**src/rtl/pm_pkg.sv**
```systemverilog
package pm_pkg;
  localparam int NUM_EV      = 4;
  localparam int IDX_W       = 4;
  localparam int CYC_BIT     = 31;
  localparam int CTL_RUN     = 0;
  localparam int CTL_EVRST   = 1;
  localparam int CTL_CYRST   = 2;
  localparam int CTL_MODE_LO = 4;
  localparam logic [1:0] MODE_MANUAL = 2'b00;

  typedef enum logic [1:0] {EVT_NONE = 2'd0, EVT_RD = 2'd1, EVT_WR = 2'd2, EVT_BOTH = 2'd3} evt_e;

  localparam logic [IDX_W-1:0] W_CTRL  = 4'd0;
  localparam logic [IDX_W-1:0] W_ENSET = 4'd1;
  localparam logic [IDX_W-1:0] W_ENCLR = 4'd2;
  localparam logic [IDX_W-1:0] W_FLAG  = 4'd3;
  localparam logic [IDX_W-1:0] W_CYC   = 4'd4;
  localparam logic [IDX_W-1:0] W_EV0   = 4'd5;
  localparam logic [IDX_W-1:0] W_EV1   = 4'd6;
  localparam logic [IDX_W-1:0] W_EV2   = 4'd7;
  localparam logic [IDX_W-1:0] W_EV3L  = 4'd8;
  localparam logic [IDX_W-1:0] W_EV3H  = 4'd9;
endpackage

```
**src/rtl/pm_counter.sv**
```systemverilog
module pm_counter #(
  parameter int W = 32
) (
  input  logic         clk,
  input  logic         rst_n,
  input  logic         clr,
  input  logic [1:0]   amt,
  output logic [W-1:0] cnt,
  output logic         wrap
);
  logic [W-1:0] cnt_q, cnt_d;
  logic [W:0]   sum;
  logic         step;

  always_comb begin
    step  = (amt != 2'd0);
    sum   = {1'b0, cnt_q} + {{(W-1){1'b0}}, amt};
    cnt_d = cnt_q;
    if (clr)       cnt_d = '0;
    else if (step) cnt_d = sum[W-1:0];
  end

  always_ff @(posedge clk or negedge rst_n) begin
    if (!rst_n)             cnt_q <= '0;
    else if (clr || step)   cnt_q <= cnt_d;
  end

  assign cnt  = cnt_q;
  assign wrap = step && !clr && sum[W];


  clr_zero_chk: assert property (@(posedge clk) disable iff (!rst_n) clr |=> (cnt == '0));

  hold_chk: assert property (@(posedge clk) disable iff (!rst_n) (!clr && amt == 2'd0) |=> $stable(cnt));

  wrap_low_chk: assert property (@(posedge clk) disable iff (!rst_n) wrap |=> (cnt < W'(2)));
endmodule

```
**src/rtl/pm_ctrl.sv**
```systemverilog
module pm_ctrl
  import pm_pkg::*;
(
  input  logic                   clk,
  input  logic                   rst_n,
  input  logic                   wr_en,
  input  logic [IDX_W-1:0]       wr_idx,
  input  logic [31:0]            wdata,
  input  logic                   beat_rd,
  input  logic                   beat_wr,
  input  logic [NUM_EV-1:0]      ev_wrap,
  input  logic                   cyc_wrap,
  output logic                   run,
  output logic                   cyc_amt,
  output logic [NUM_EV-1:0][1:0] ev_amt,
  output logic                   ev_clr,
  output logic                   cyc_clr,
  output logic [31:0]            ctrl_rd,
  output logic [31:0]            en_rd,
  output logic [31:0]            flag_rd,
  output logic [NUM_EV-1:0][1:0] ev_type
);
  logic                   run_q, run_d;
  logic [1:0]             mode_q, mode_d;
  logic [NUM_EV:0]        en_q, en_d;
  logic [NUM_EV:0]        flag_q, flag_d;
  logic [NUM_EV-1:0][1:0] type_q, type_d;
  logic [NUM_EV:0]        wsel;
  logic                   we_ctrl, we_set, we_clr, we_flag, we_type;
  logic                   wdata_unused;

  assign wsel         = {wdata[CYC_BIT], wdata[NUM_EV-1:0]};
  assign wdata_unused = ^{wdata[30:6], wdata[3]};
  assign we_ctrl = wr_en && (wr_idx == W_CTRL);
  assign we_set  = wr_en && (wr_idx == W_ENSET);
  assign we_clr  = wr_en && (wr_idx == W_ENCLR);
  assign we_flag = wr_en && (wr_idx == W_FLAG);
  assign we_type = wr_en && (wr_idx[3:2] == 2'b11);

  always_comb begin
    run_d  = run_q;
    mode_d = mode_q;
    en_d   = en_q;
    type_d = type_q;
    if (we_ctrl) begin
      run_d  = wdata[CTL_RUN];
      mode_d = wdata[CTL_MODE_LO+1:CTL_MODE_LO];
    end
    if (we_set) en_d = en_q | wsel;
    if (we_clr) en_d = en_q & ~wsel;
    if (we_type) type_d[wr_idx[1:0]] = wdata[1:0];
    flag_d = flag_q;
    if (we_flag) flag_d = flag_q & ~wsel;
    flag_d = flag_d | {cyc_wrap, ev_wrap};
  end

  always_ff @(posedge clk or negedge rst_n) begin
    if (!rst_n) begin
      run_q  <= 1'b0;
      mode_q <= MODE_MANUAL;
      en_q   <= '0;
      flag_q <= '0;
      type_q <= '0;
    end else begin
      if (we_ctrl)                 run_q  <= run_d;
      if (we_ctrl)                 mode_q <= mode_d;
      if (we_set || we_clr)        en_q   <= en_d;
      if (we_type)                 type_q <= type_d;
      flag_q <= flag_d;
    end
  end

  always_comb begin
    run     = run_q && (mode_q == MODE_MANUAL);
    cyc_amt = run && en_q[NUM_EV];
    for (int i = 0; i < NUM_EV; i++) begin
      ev_amt[i] = 2'd0;
      if (run && en_q[i]) begin
        case (evt_e'(type_q[i]))
          EVT_RD:   ev_amt[i] = {1'b0, beat_rd};
          EVT_WR:   ev_amt[i] = {1'b0, beat_wr};
          EVT_BOTH: ev_amt[i] = (i == NUM_EV-1) ? ({1'b0, beat_rd} + {1'b0, beat_wr}) : 2'd0;
          default:  ev_amt[i] = 2'd0;
        endcase
      end
    end
  end

  assign ev_clr  = we_ctrl && wdata[CTL_EVRST];
  assign cyc_clr = we_ctrl && wdata[CTL_CYRST];
  assign ctrl_rd = {26'd0, mode_q, 3'd0, run_q};
  assign en_rd   = {en_q[NUM_EV], 27'd0, en_q[NUM_EV-1:0]};
  assign flag_rd = {flag_q[NUM_EV], 27'd0, flag_q[NUM_EV-1:0]};
  assign ev_type = type_q;


  en_set_chk: assert property (@(posedge clk) disable iff (!rst_n)
    we_set |=> ((en_q & $past(wsel)) == $past(wsel)));

  en_clr_chk: assert property (@(posedge clk) disable iff (!rst_n)
    we_clr |=> ((en_q & $past(wsel)) == '0));

  flag_set_chk: assert property (@(posedge clk) disable iff (!rst_n)
    cyc_wrap |=> flag_q[NUM_EV]);
endmodule

```
**src/rtl/pm_rdmux.sv**
```systemverilog
module pm_rdmux
  import pm_pkg::*;
(
  input  logic                   rd_en,
  input  logic [IDX_W-1:0]       idx,
  input  logic [31:0]            ctrl_rd,
  input  logic [31:0]            en_rd,
  input  logic [31:0]            flag_rd,
  input  logic [31:0]            cyc_val,
  input  logic [NUM_EV-1:0][63:0] ev_val,
  input  logic [NUM_EV-1:0][1:0] ev_type,
  output logic [31:0]            rdata
);
  always_comb begin
    rdata = 32'd0;
    if (rd_en) begin
      case (idx)
        W_CTRL:  rdata = ctrl_rd;
        W_ENSET: rdata = en_rd;
        W_ENCLR: rdata = en_rd;
        W_FLAG:  rdata = flag_rd;
        W_CYC:   rdata = cyc_val;
        W_EV0:   rdata = ev_val[0][31:0];
        W_EV1:   rdata = ev_val[1][31:0];
        W_EV2:   rdata = ev_val[2][31:0];
        W_EV3L:  rdata = ev_val[NUM_EV-1][31:0];
        W_EV3H:  rdata = ev_val[NUM_EV-1][63:32];
        default: rdata = (idx[3:2] == 2'b11) ? {30'd0, ev_type[idx[1:0]]} : 32'd0;
      endcase
    end
  end
endmodule

```
**src/rtl/pm_unit_top.sv**
```systemverilog
module pm_unit_top
  import pm_pkg::*;
#(
  parameter int ADDR_W = 8,
  parameter int CYC_W  = 32,
  parameter int EV_W   = 32,
  parameter int EV3_W  = 40
) (
  input  logic              clk,
  input  logic              rst_n,
  input  logic              reg_wr,
  input  logic              reg_rd,
  input  logic [ADDR_W-1:0] reg_addr,
  input  logic [31:0]       reg_wdata,
  output logic [31:0]       reg_rdata,
  input  logic              beat_rd,
  input  logic              beat_wr
);
  localparam int MAP_W = IDX_W + 2;

  logic [1:0]             rst_sync_q;
  logic                   rst_int_n;
  logic                   hit;
  logic [IDX_W-1:0]       idx;
  logic                   addr_unused;
  logic                   run, cyc_amt, ev_clr, cyc_clr, cyc_wrap;
  logic [NUM_EV-1:0][1:0] ev_amt, ev_type;
  logic [NUM_EV-1:0]      ev_wrap;
  logic [NUM_EV-1:0][63:0] ev_val;
  logic [31:0]            ctrl_rd, en_rd, flag_rd;
  logic [CYC_W-1:0]       cyc_cnt;

  always_ff @(posedge clk or negedge rst_n) begin
    if (!rst_n) rst_sync_q <= 2'b00;
    else        rst_sync_q <= {rst_sync_q[0], 1'b1};
  end
  assign rst_int_n = rst_sync_q[1];

  assign hit         = (reg_addr[ADDR_W-1:MAP_W] == '0);
  assign idx         = reg_addr[MAP_W-1:2];
  assign addr_unused = ^reg_addr[1:0];

  pm_ctrl u_ctrl (
    .clk(clk), .rst_n(rst_int_n), .wr_en(reg_wr && hit), .wr_idx(idx), .wdata(reg_wdata),
    .beat_rd(beat_rd), .beat_wr(beat_wr), .ev_wrap(ev_wrap), .cyc_wrap(cyc_wrap),
    .run(run), .cyc_amt(cyc_amt), .ev_amt(ev_amt), .ev_clr(ev_clr), .cyc_clr(cyc_clr),
    .ctrl_rd(ctrl_rd), .en_rd(en_rd), .flag_rd(flag_rd), .ev_type(ev_type)
  );

  pm_counter #(.W(CYC_W)) u_cyc (
    .clk(clk), .rst_n(rst_int_n), .clr(cyc_clr), .amt({1'b0, cyc_amt}),
    .cnt(cyc_cnt), .wrap(cyc_wrap)
  );

  for (genvar g = 0; g < NUM_EV; g++) begin : g_ev
    localparam int CW = (g == NUM_EV-1) ? EV3_W : EV_W;
    logic [CW-1:0] cnt;
    pm_counter #(.W(CW)) u_cnt (
      .clk(clk), .rst_n(rst_int_n), .clr(ev_clr), .amt(ev_amt[g]),
      .cnt(cnt), .wrap(ev_wrap[g])
    );
    assign ev_val[g] = 64'(cnt);
  end

  pm_rdmux u_rd (
    .rd_en(reg_rd && hit), .idx(idx), .ctrl_rd(ctrl_rd), .en_rd(en_rd), .flag_rd(flag_rd),
    .cyc_val(32'(cyc_cnt)), .ev_val(ev_val), .ev_type(ev_type), .rdata(reg_rdata)
  );


  freeze_hold_chk: assert property (@(posedge clk) disable iff (!rst_int_n)
    (!run && !cyc_clr && !ev_clr) |=> ($stable(cyc_cnt) && $stable(ev_val)));
endmodule

```
**config.mk**
```make
export PLATFORM = sky130hd
export DESIGN_NAME = pm_unit_top
export DESIGN_NICKNAME = d
export VERILOG_FILES = /design/src/rtl/pm_pkg.sv /design/src/rtl/pm_counter.sv /design/src/rtl/pm_ctrl.sv /design/src/rtl/pm_rdmux.sv /design/src/rtl/pm_unit_top.sv
export SDC_FILE = /design/constraint.sdc
export NUM_CORES = 1
export LEC_CHECK = 0
export BUFFER_PORTS_ARGS = -buffer_cell sky130_fd_sc_hd__buf_2
export CAP_MARGIN = 5
export CORE_MARGIN = 8
export CORE_UTILIZATION = 36
export CTS_CLUSTER_SIZE = 40
export DETAILED_ROUTE_END_ITERATION = 12
export PLACE_DENSITY = 0.57
export SETUP_SLACK_MARGIN = 0.05
export SLEW_MARGIN = 0
export SYNTH_ARGS = -nofsm -noshare
export SYNTH_HDL_FRONTEND = slang
export SYNTH_SLANG_ARGS = --single-unit
```
**constraint.sdc**
```tcl
create_clock -name clk -period 5.9 [get_ports clk]
set_clock_uncertainty 0.05 [all_clocks]
set_input_delay 0.885 -clock clk [delete_from_list [all_inputs] [get_ports clk]]
set_output_delay 0.885 -clock clk [all_outputs]
set_load 0.05 [all_outputs]
```
# ---- After elaboration in Yosys (flattened, before gate mapping)
# Cells that the tools add are included.
dict set report totals {
  output_inout_bits 32
  input_bits 46
  regBits 191
}
dict set report classes {
  eq_ne 19
  bitwise 5
  mux 29
  n_addsub 6
  reduce_logical 54
  order_cmp 2
}
# op count
set op_table {}
lappend op_table {{$mux W32} 9}
lappend op_table {{$pmux W32 S9} 1}
lappend op_table {{$add A32 B2 Y33} 3}
lappend op_table {{$mux W40} 2}
lappend op_table {{$add A40 B2 Y41} 1}
lappend op_table {{$add A32 B1 Y33} 1}
lappend op_table {{$logic_and A1 B1 Y1} 26}
lappend op_table {{$reduce_bool A2 Y1} 10}
lappend op_table {{$eq A4 B3 Y1 const B} 4}
lappend op_table {{$mux W5} 3}
lappend op_table {{$mux W2} 7}
lappend op_table {{$eq A2 B2 Y1 const B} 6}
lappend op_table {{$reduce_and A2 Y1} 6}
lappend op_table {{$and A5 B5 Y5} 2}
lappend op_table {{$or A5 B5 Y5} 2}
lappend op_table {{$bwmux W8} 1}
lappend op_table {{$eq A2 B1 Y1 const B} 4}
lappend op_table {{$eq A4 B2 Y1 const B} 2}
lappend op_table {{$eq A4 B4 Y1 const B} 2}
lappend op_table {{$logic_or A1 B1 Y1} 6}
lappend op_table {{$pmux W1 S2} 3}
lappend op_table {{$pmux W2 S3} 1}
lappend op_table {{$not A5 Y5} 1}
lappend op_table {{$bmux W2 S2} 1}
lappend op_table {{other kinds (9)} 11}

# ---- Logic depth before layout (Yosys ltp)
# Gate-level depths: netlist of the first run.
dict set report logic_depth {
  word_depth 8
  depth_mapped 14
}

# ---- Hierarchy
# A second synthesis of the first run with hierarchy kept.
dict set report unflattened {
  cells_unflattened 1536
  hier_area_um2 13879.6
}
# module instances cells_each seq_area_each_um2 area_per_inst_um2
set modules_own_cells {}
lappend modules_own_cells {{pm_counter (g_ev[2].u_cnt ...)} 2 190 800.8 1781.7}
lappend modules_own_cells {{pm_counter (g_ev[0].u_cnt ...)} 2 173 800.8 1675.4}
lappend modules_own_cells {pm_rdmux 1 376 0.0 2889.0}
lappend modules_own_cells {{pm_counter (g_ev[3].u_cnt)} 1 233 1001.0 2214.6}
lappend modules_own_cells {pm_ctrl 1 195 525.5 1789.2}
lappend modules_own_cells {pm_unit_top 1 6 50.0 72.6}

# ---- Worst setup path before layout of the first run
# No wires, ideal clock.
dict set report synth_path {
  path_type {input to output}
  start {in reg_addr[2]}
  end {out reg_rdata[25]}
  t_required_ps 4965
  path_buffers 3
  setup_slack_ps 2016
  stages 7
  arrival_ps 2949
  cell_sequence {clkbuf_1 -> nand2_1 -> nor2_1 -> clkbuf_1 -> clkbuf_1 -> a22oi_1 -> a31oi_1}
}
dict set report synth_via {
  elab_chain_cells 4
}
# element line_no
set synth_rtl {}
lappend synth_rtl {{start: declaration} pm_unit_top.sv:13} ;# input logic [ADDR_W-1:0] reg_addr,
lappend synth_rtl {{$eq A4 B2 Y1 or $eq A4 B1 Y1 (tied branches)} pm_rdmux.sv:17} ;# case (idx)
lappend synth_rtl {{$reduce_or A2 Y1 (no line)} -}
lappend synth_rtl {{$pmux W32 S9 (*)} pm_rdmux.sv:17}
lappend synth_rtl {{$mux W32 (*)} pm_rdmux.sv:16} ;# if (rd_en) begin
lappend synth_rtl {{end: declaration} pm_unit_top.sv:15} ;# output logic [31:0] reg_rdata,
# Every way passes the cells marked *; elsewhere a longest branch is shown, timed or not.

# ---- Worst setup path after layout of the first run
dict set report layout_path {
  start {in reg_addr[3]}
  end {out reg_rdata[3]}
}
# Same word-level chain as after synthesis.

==> results of run 1 <==
==> cells by family after synthesis <==
group,synth area share [%]
compound gates,14.3
xor+xnor,8.34
fa+ha+maj,2.09
buf+inv,3.61
flops,42.9
mux,2.14
other cells,0.0337
simple gates,26.5
==> metal layers <==
layer | share of wire, % | GRT usage, %
met2 | 45 | 29.2
met1 | 46 | 26.1
met4 | 2.3 | 5.92
met3 | 6.6 | 4.90
met5 | 0 | 0
==> layout make-up <==
class	count	area, um2	share of cell area [%]
multi-input combinational	948	5970	48.3
sequential	191	4780	38.8
tap	396	495	4.01
clock buffer	18	439	3.56
timing repair buffer	65	375	3.04
clock inverter	12	164	1.33
inverter	32	120	0.973
==> power groups by stage <==
stage | Clock [uW] | Sequential [uW] | Combinational [uW]
after floorplan | 0 | 1500 | 264
after global placement | 0 | 1540 | 351
after detailed placement | 0 | 1550 | 357
after CTS | 1230 | 1520 | 359
after global routing | 1280 | 1540 | 402
final | 1210 | 1530 | 360
==> worst max-delay path: stages <==
cell and delay, ps:
sky130_fd_sc_hd__buf_2 360, sky130_fd_sc_hd__nor4bb_1 940, sky130_fd_sc_hd__a22oi_1 250, sky130_fd_sc_hd__and3_1 230, sky130_fd_sc_hd__a21oi_1 380, sky130_fd_sc_hd__buf_2 360
==> layout by cell type (no fill, tap or decap), types with 6 or more instances in the layout <==
cell,count
sky130_fd_sc_hd__xor2_1,37
sky130_fd_sc_hd__and2_1,8
sky130_fd_sc_hd__buf_4,14
sky130_fd_sc_hd__a31oi_1,7
sky130_fd_sc_hd__clkinv_4,6
sky130_fd_sc_hd__inv_1,32
sky130_fd_sc_hd__nand4_1,47
sky130_fd_sc_hd__xnor2_1,69
sky130_fd_sc_hd__mux2i_1,8
sky130_fd_sc_hd__a21oi_1,87
sky130_fd_sc_hd__a222oi_1,29
sky130_fd_sc_hd__o31ai_1,10
sky130_fd_sc_hd__nor3_1,39
sky130_fd_sc_hd__ha_1,17
sky130_fd_sc_hd__and3_1,26
sky130_fd_sc_hd__and4_1,26
sky130_fd_sc_hd__or3_1,36
sky130_fd_sc_hd__or4_1,11
sky130_fd_sc_hd__a22oi_1,37
sky130_fd_sc_hd__nand3_1,59
sky130_fd_sc_hd__buf_2,50
sky130_fd_sc_hd__nor2_1,129
sky130_fd_sc_hd__nand2_1,97
sky130_fd_sc_hd__o21ai_0,48
sky130_fd_sc_hd__nor3b_1,9
sky130_fd_sc_hd__dfrtp_1,190
sky130_fd_sc_hd__nor4_1,28
sky130_fd_sc_hd__mux2_2,10
sky130_fd_sc_hd__clkbuf_16,17
sky130_fd_sc_hd__nand4b_1,9
sky130_fd_sc_hd__nand2b_1,6
==> sequential cells by signal (all words and copies together) (netlist names), named ones only <==
name            cells
u_ctrl.flag_q       5
u_ctrl.ev_type      8
u_ctrl.run_q        1
g_ev.u_cnt.cnt    136
u_cyc.cnt          32
u_ctrl.mode_q       2
rst_sync_q          2
==> metrics by stage <==
stage / total power [uW] / hold WS [ps]
2_1_floorplan: 1760 / 281
3_3_place_gp: 1900 / 289
3_5_place_dp: 1900 / 292
4_1_cts: 3110 / 146
5_1_grt: 3220 / 147
6_report: 3090 / 159
==> worst min-delay path by stage <==
stage,cells after the start,to,slack (ps),from
after CTS,1,rst_sync_q[0],150,rst_n
after detailed placement,0,rst_sync_q[1],290,rst_sync_q[0]
after global routing,1,rst_sync_q[0],150,rst_n
after floorplan,0,rst_sync_q[1],280,rst_sync_q[0]
after global placement,0,rst_sync_q[1],290,rst_sync_q[0]
final,1,rst_sync_q[0],160,rst_n
==> summary by stage, run 1 <==
STA
The final cycle utilization of the critical path is 73.7%. The clock period minus final worst setup slack is 4350 ps. The total setup violations reported at the end of the flow is 0. The number of hold violations in the final report is 0. The worst-margin pin slew is 1120 ps. The number of max-slew violations in the final report is 0. The worst relative slew slack is 24.7%. The setup slack after layout is 1550 ps. Setup repair after global routing left no endpoint under its margin. Adding up every negative setup slack in the final design gives 0 ps. The upper clock frequency limit is 230 MHz.

Synth
The synthesized design contains 0 enable-type register cells. By area the synthesized netlist is led by sky130_fd_sc_hd__dfrtp_1, sky130_fd_sc_hd__xnor2_1, sky130_fd_sc_hd__nor2_1. The synthesized net count is 1,310. The proportion of register bits with asynchronous set or reset after synthesis is 100%. The prevailing post-synth register cell is sky130_fd_sc_hd__dfrtp_1. The sequential element share of the synthesized area is 42.9%. The fraction of post-synthesis cell area in the top cell type by area is 42.9%.

The number of cells produced by synthesis is 1,246. In this run the cell area of the synthesized design comes to 0.0111 mm2. The synthesized design contains 191 register bits. The synthesized design spends more area on one cell type than any other, namely sky130_fd_sc_hd__dfrtp_1. Counting instances in the post-synthesis netlist gives the leading cell types as sky130_fd_sc_hd__dfrtp_1, sky130_fd_sc_hd__nor2_1, sky130_fd_sc_hd__nand2_1, sky130_fd_sc_hd__a21oi_1, sky130_fd_sc_hd__clkbuf_1.

The Yosys step of the flow raised 0 warnings. The count of distinct cell types in the synthesized netlist is 55. The most common cell in the synthesized netlist is sky130_fd_sc_hd__dfrtp_1. The average instance in the mapped netlist occupies 8.93 um2.

GRT
Entering global routing, the biggest net connects 78 pins. The total congestion overflow after global routing is 0. The initial antenna violation count is 0. Global routing used 19.1% of the available tracks across all layers. The number of global-route vias before repair is 9,396. The first global-routing pass estimated 54,800 um of wire.

Final layout
The finished cells cover 0.0123 mm2. The fraction of final layout cells with drive strength greater than 1 is 10.0%. The final design utilization is 40.5%. Fill cells in the final layout number 3,012. The post-layout instance count excluding filler cells is 1,662.

The signed area change from the synthesized netlist to the final layout is 10.9%. The total inserted antenna cells is 0. The net total in the final layout is 1,319.

Floorplan
The floorplan row count is 64. The vertical die dimension is 192 um. The starting density of the core is 36.5%. For this design the top-level I/O count stands at 78. Measured along the x axis, the die boundary spans 192 um. The area of the die is 0.0368 mm2. The region available for standard cell placement spans 0.0305 mm2.

Routing
The routed design has 34,700 um of wire. In this run, the number of DRC markers left after iteration 0 of detailed routing was 1,094. Before antenna repair, the detailed router went through 10 iterations. The via density per instance is 5.87.

Once detail routing completed, the nets flagged for antenna violations numbered 0. For this run, design rule violations remaining after detail routing come to 0. After detailed routing, the average wire length per cell comes to 20.9 um. The total number of vias is 9,764.

Placed design
The post-placement cell count is 1,632. The count of buffers added on input and output ports is 50. Summing all placed instances gives a cell area of 0.0117 mm2. At the placement stage, the worst setup path has a slack of 1690 ps. The HPWL after detailed placement is 25,400 um.

The last weighted congestion value of the routability-driven placer is 0.876.

Power
The analysis attributes to net switching a power of 893 uW. The clock network accounts for 39.1% of the total power. Net switching is 28.9% of the power. For this design the static power due to leakage is 0.00488 uW. The sequential share of power is 49.3%. The worst-case IR drop observed on VDD is 170 uV. The internal power component is 2200 uW. Combinational logic burns 11.6% of the power. Dividing total power by cell area gives a power density of 251 mW/mm2.

CTS
The later pin in the worst-skew pair is clocked with a latency of 450 ps. The number of H-tree branching levels is 4. Clock-pin slew was measured on the worst setup and hold paths at 70 ps. The number of buffers created by CTS is 17.

The tree built by TritonCTS fans out to 191 sinks. The cell sitting at the root of the clock tree is a sky130_fd_sc_hd__clkbuf_16. The setup fix buffers added after clock tree synthesis is 0. The post-cts gate resize count is 0. TritonCTS built the clock tree. The buffer levels on the longest clock path is 2. The hold-fix buffer count after cts is 0.

Setup path
The type of the worst setup path is in -> out. The required time at the worst-slack endpoint is 4970 ps. The endpoint of the worst setup timing path is reg_rdata[3]. STA classifies the critical path endpoint as a primary output. The worst-case reg-to-reg path depth is 12. The worst register-to-register path ends at g_ev[2].u_cnt.cnt[20]. The peak fanout along the critical path is 23. The most critical setup path has its startpoint at reg_addr[3]. The worst setup path is launched from an input pin. The critical register-to-register path startpoint is u_ctrl.ev_type[4].

The data arrival time of the critical path is 3420 ps. The setup slack of the most critical reg-to-reg path is 2140 ps.

Flow run
The number of max-cap violations is 0.

Min path
The min-delay analysis places its worst path in the category in -> async.

Status
The flow ran to the end, and the final reports show no timing, DRC or antenna violations.
No activity file was read; power rests on OpenSTA's default activity.
==> run 2, diff against run 1 <==
- PLACE_DENSITY: 0.57 -> 0.55
- clock period: 5.9 -> 4.2 ns (I/O delays scaled with it)
==> run 2 against run 1 <==
  * First-iteration DRC count grew 1.5%
  * Setup slack worse by 1100 ps
  * Routed wire length rose by 2.3%
  * Critical path depth is 6 higher
  * Highest routed layer unchanged
  * Register-to-register slack worse by 1700 ps
  * Worst hold slack improved by 130 ps
  * Sequential share of layout area fell by 0.59 points
  * Combinational power grew 47%
==> summary by stage, run 2 (synthesis gave the netlist of run 1 again) <==
STA
The worst-margin pin slew is 1080 ps (-39.6 ps). The worst relative slew slack was 27.3% (+2.7 points). After layout, the minimum clock period comes to 3710 ps. The number of max-slew violations in the final report is 0 (unchanged).

In the finished design, the share of the clock period the worst path needs comes to 88.4%. The upper clock frequency limit is 269 MHz. Setup repair after global routing left no endpoint under its margin. The total setup violations reported at the end of the flow is 0 (unchanged). The number of hold violations in the final report was 0 (unchanged).

The sum of negative setup slack is 0 ps (unchanged).

CTS
The worst-skew pair later-pin latency is 440 ps (about the same). The number of H-tree branching levels was 4 (unchanged). The post-cts gate resize count is 0 (unchanged).

The total number of clock tree sinks was 191 (unchanged). TritonCTS built the clock tree. The cell sitting at the root of the clock tree is a sky130_fd_sc_hd__clkbuf_16. The buffer levels on the longest clock path is 2 (unchanged). The clock transition time at the flip-flop clock pins of the worst setup and hold paths was 70 ps (about the same). The number of buffers created by CTS came to 17 (unchanged).

Routing
The routed wirelength normalized by instance count is 21.1 um (+0.89%). The antenna violation net count after detailed routing is 0 (unchanged). The via density per instance is 5.93 (+0.87%). The number of design-rule violations left by the first detailed-router iteration came to 1,110 (+1.5%). The wire length reported by the detailed router is 35,500 um (+2.3%). The DRC violations left is 0 (unchanged). The number of iterations in the first detailed-routing pass is 8 (-2). The total number of vias is 9,991 (+2.3%).

Final layout
The total non-filler cell area in the finished layout is 0.0125 mm2 (+1.5%). The total inserted antenna cells was 0 (unchanged). The number of fill cells is 3,031 (+0.63%). The net total in the final layout is 1,342 (+1.7%).

The number of flip-flops in the largest register came to 136 (unchanged). Compared with the post-synthesis result, the final layout area differs by 12.6%. Leaving out fill and tap cells, the most frequent cell in the layout is sky130_fd_sc_hd__dfrtp_1.

The fraction of final layout cells with drive strength greater than 1 is 11.6% (+1.6 points). The library cells used most frequently in the layout, excluding fill and tap cells, are sky130_fd_sc_hd__dfrtp_1, sky130_fd_sc_hd__nor2_1, sky130_fd_sc_hd__nand2_1.

Floorplan
The floorplan row count was 64 (unchanged). The area of the die is 0.0368 mm2 (unchanged). The vertical die dimension is 192 um (unchanged).

The placeable core area came to 0.0305 mm2 (unchanged). The starting density of the core is 36.5% (unchanged). The die width came to 192 um (unchanged). The number of top-level design ports is 78 (unchanged).

Setup path
The required time at the worst-slack endpoint is 4470 ps (-500 ps). The type of the worst setup path is reg -> reg. The data arrival time of the critical path came to 3980 ps (+560 ps).

The worst setup path is captured at a register. The peak fanout along the critical path is 12 (-48%). The category of the worst setup path launch point is a register.

GRT
The initial antenna violation count came to 0 (unchanged). The number of global-route vias before repair is 9,443 (+0.50%). The total congestion overflow after global routing is 0 (unchanged).

The global-route wire length before repair is 55,900 um (+2.0%). The maximum number of pins on one net before global-route repair is 79 (+1.3%). The overall routing resource usage is 19.5% (+0.38 points).

Placed design
The detailed-placement wirelength estimate is 26,200 um (+3.0%). The last weighted congestion value of the routability-driven placer is 0.870 (-0.71%). The number of port buffers is 50 (unchanged). The instance area after placement is 0.0119 mm2 (+1.5%).

Min path
The class of the tightest hold or removal check is reg -> async.

Status
The run finished with clean final reports.

Power
The static leakage is 0.00500 uW (+2.5%). The power per cell area is 351 mW/mm2 (+40%). The maximum vdd ir drop came to 218 uV (+29%).

Flow run
The number of max-cap violations is 0 (unchanged).
run 2: worst max-delay path, cell delays in order, from the launching register on:
cell and delay (ps):
sky130_fd_sc_hd__dfrtp_1 390, sky130_fd_sc_hd__inv_1 60, sky130_fd_sc_hd__ha_1 310, sky130_fd_sc_hd__nand2b_1 200
sky130_fd_sc_hd__or3_1 500, sky130_fd_sc_hd__inv_1 220, sky130_fd_sc_hd__ha_1 220, sky130_fd_sc_hd__ha_1 230
sky130_fd_sc_hd__nand3_1 80, sky130_fd_sc_hd__or4_1 690, sky130_fd_sc_hd__nor4_1 410, sky130_fd_sc_hd__xnor2_1 160
sky130_fd_sc_hd__nor2_1 50
run 2: area by class of cell:
type | instances | area [um2] | share of cell area [%]
clock buffers | 17 | 425 | 3.39
clock inverters | 14 | 180 | 1.44
inverters | 32 | 120 | 0.958
multi-input cells | 948 | 5970 | 47.6
well taps | 396 | 495 | 3.95
repair buffers | 88 | 563 | 4.49
flip-flops and latches | 191 | 4780 | 38.2
run 2: timing repair:
item,CTS,global route
hold buffers,1,0
hold endpoints to repair,2,0
setup buffers,0,0
run 2: per-layer routing:
metal  share of wire [%]  track usage (%)  routed length [um]
met1                  47             27.8               16600
met2                  45             29.6               16000
met3                 6.5             3.56                2290
met4                 1.8             5.42                 637
met5                   0                0                   0
run 2: where the power goes:
group	leakage (uW)	switching, uW	internal [uW]	total (uW)
clock network	0.000297	785	949	1730
registers	0.00247	194	1950	2140
logic	0.00224	328	201	529
run 2: worst paths after layout:
path	startpoint	endpoint	slack, ps	cells past startpoint
min	rst_sync_q[1]	u_ctrl.ev_type[4]	290	0
max	u_ctrl.ev_type[4]	g_ev[2].u_cnt.cnt[26]	490	12
min in group clk	rst_sync_q[0]	rst_sync_q[1]	300	0
min reg2reg	rst_sync_q[1]	u_ctrl.ev_type[4]	290	0
max in group asynchronous	rst_sync_q[1]	g_ev[0].u_cnt.cnt[20]	2870	1
max reg2reg	u_ctrl.ev_type[4]	g_ev[2].u_cnt.cnt[26]	490	12
run 2: per-stage QoR:
stage	cells	hold slack [ps]	setup WS, ps	total power (uW)	utilization [%]
5_1_grt	1686	321	347	4580	41.1
6_report	1686	288	488	4400	41.1
3_5_place_dp	1654	286	551	2700	39.1
2_1_floorplan	1246	281	826	2480	-
4_1_cts	1686	304	541	4430	41.1
3_3_place_gp	1654	284	540	2680	39.1
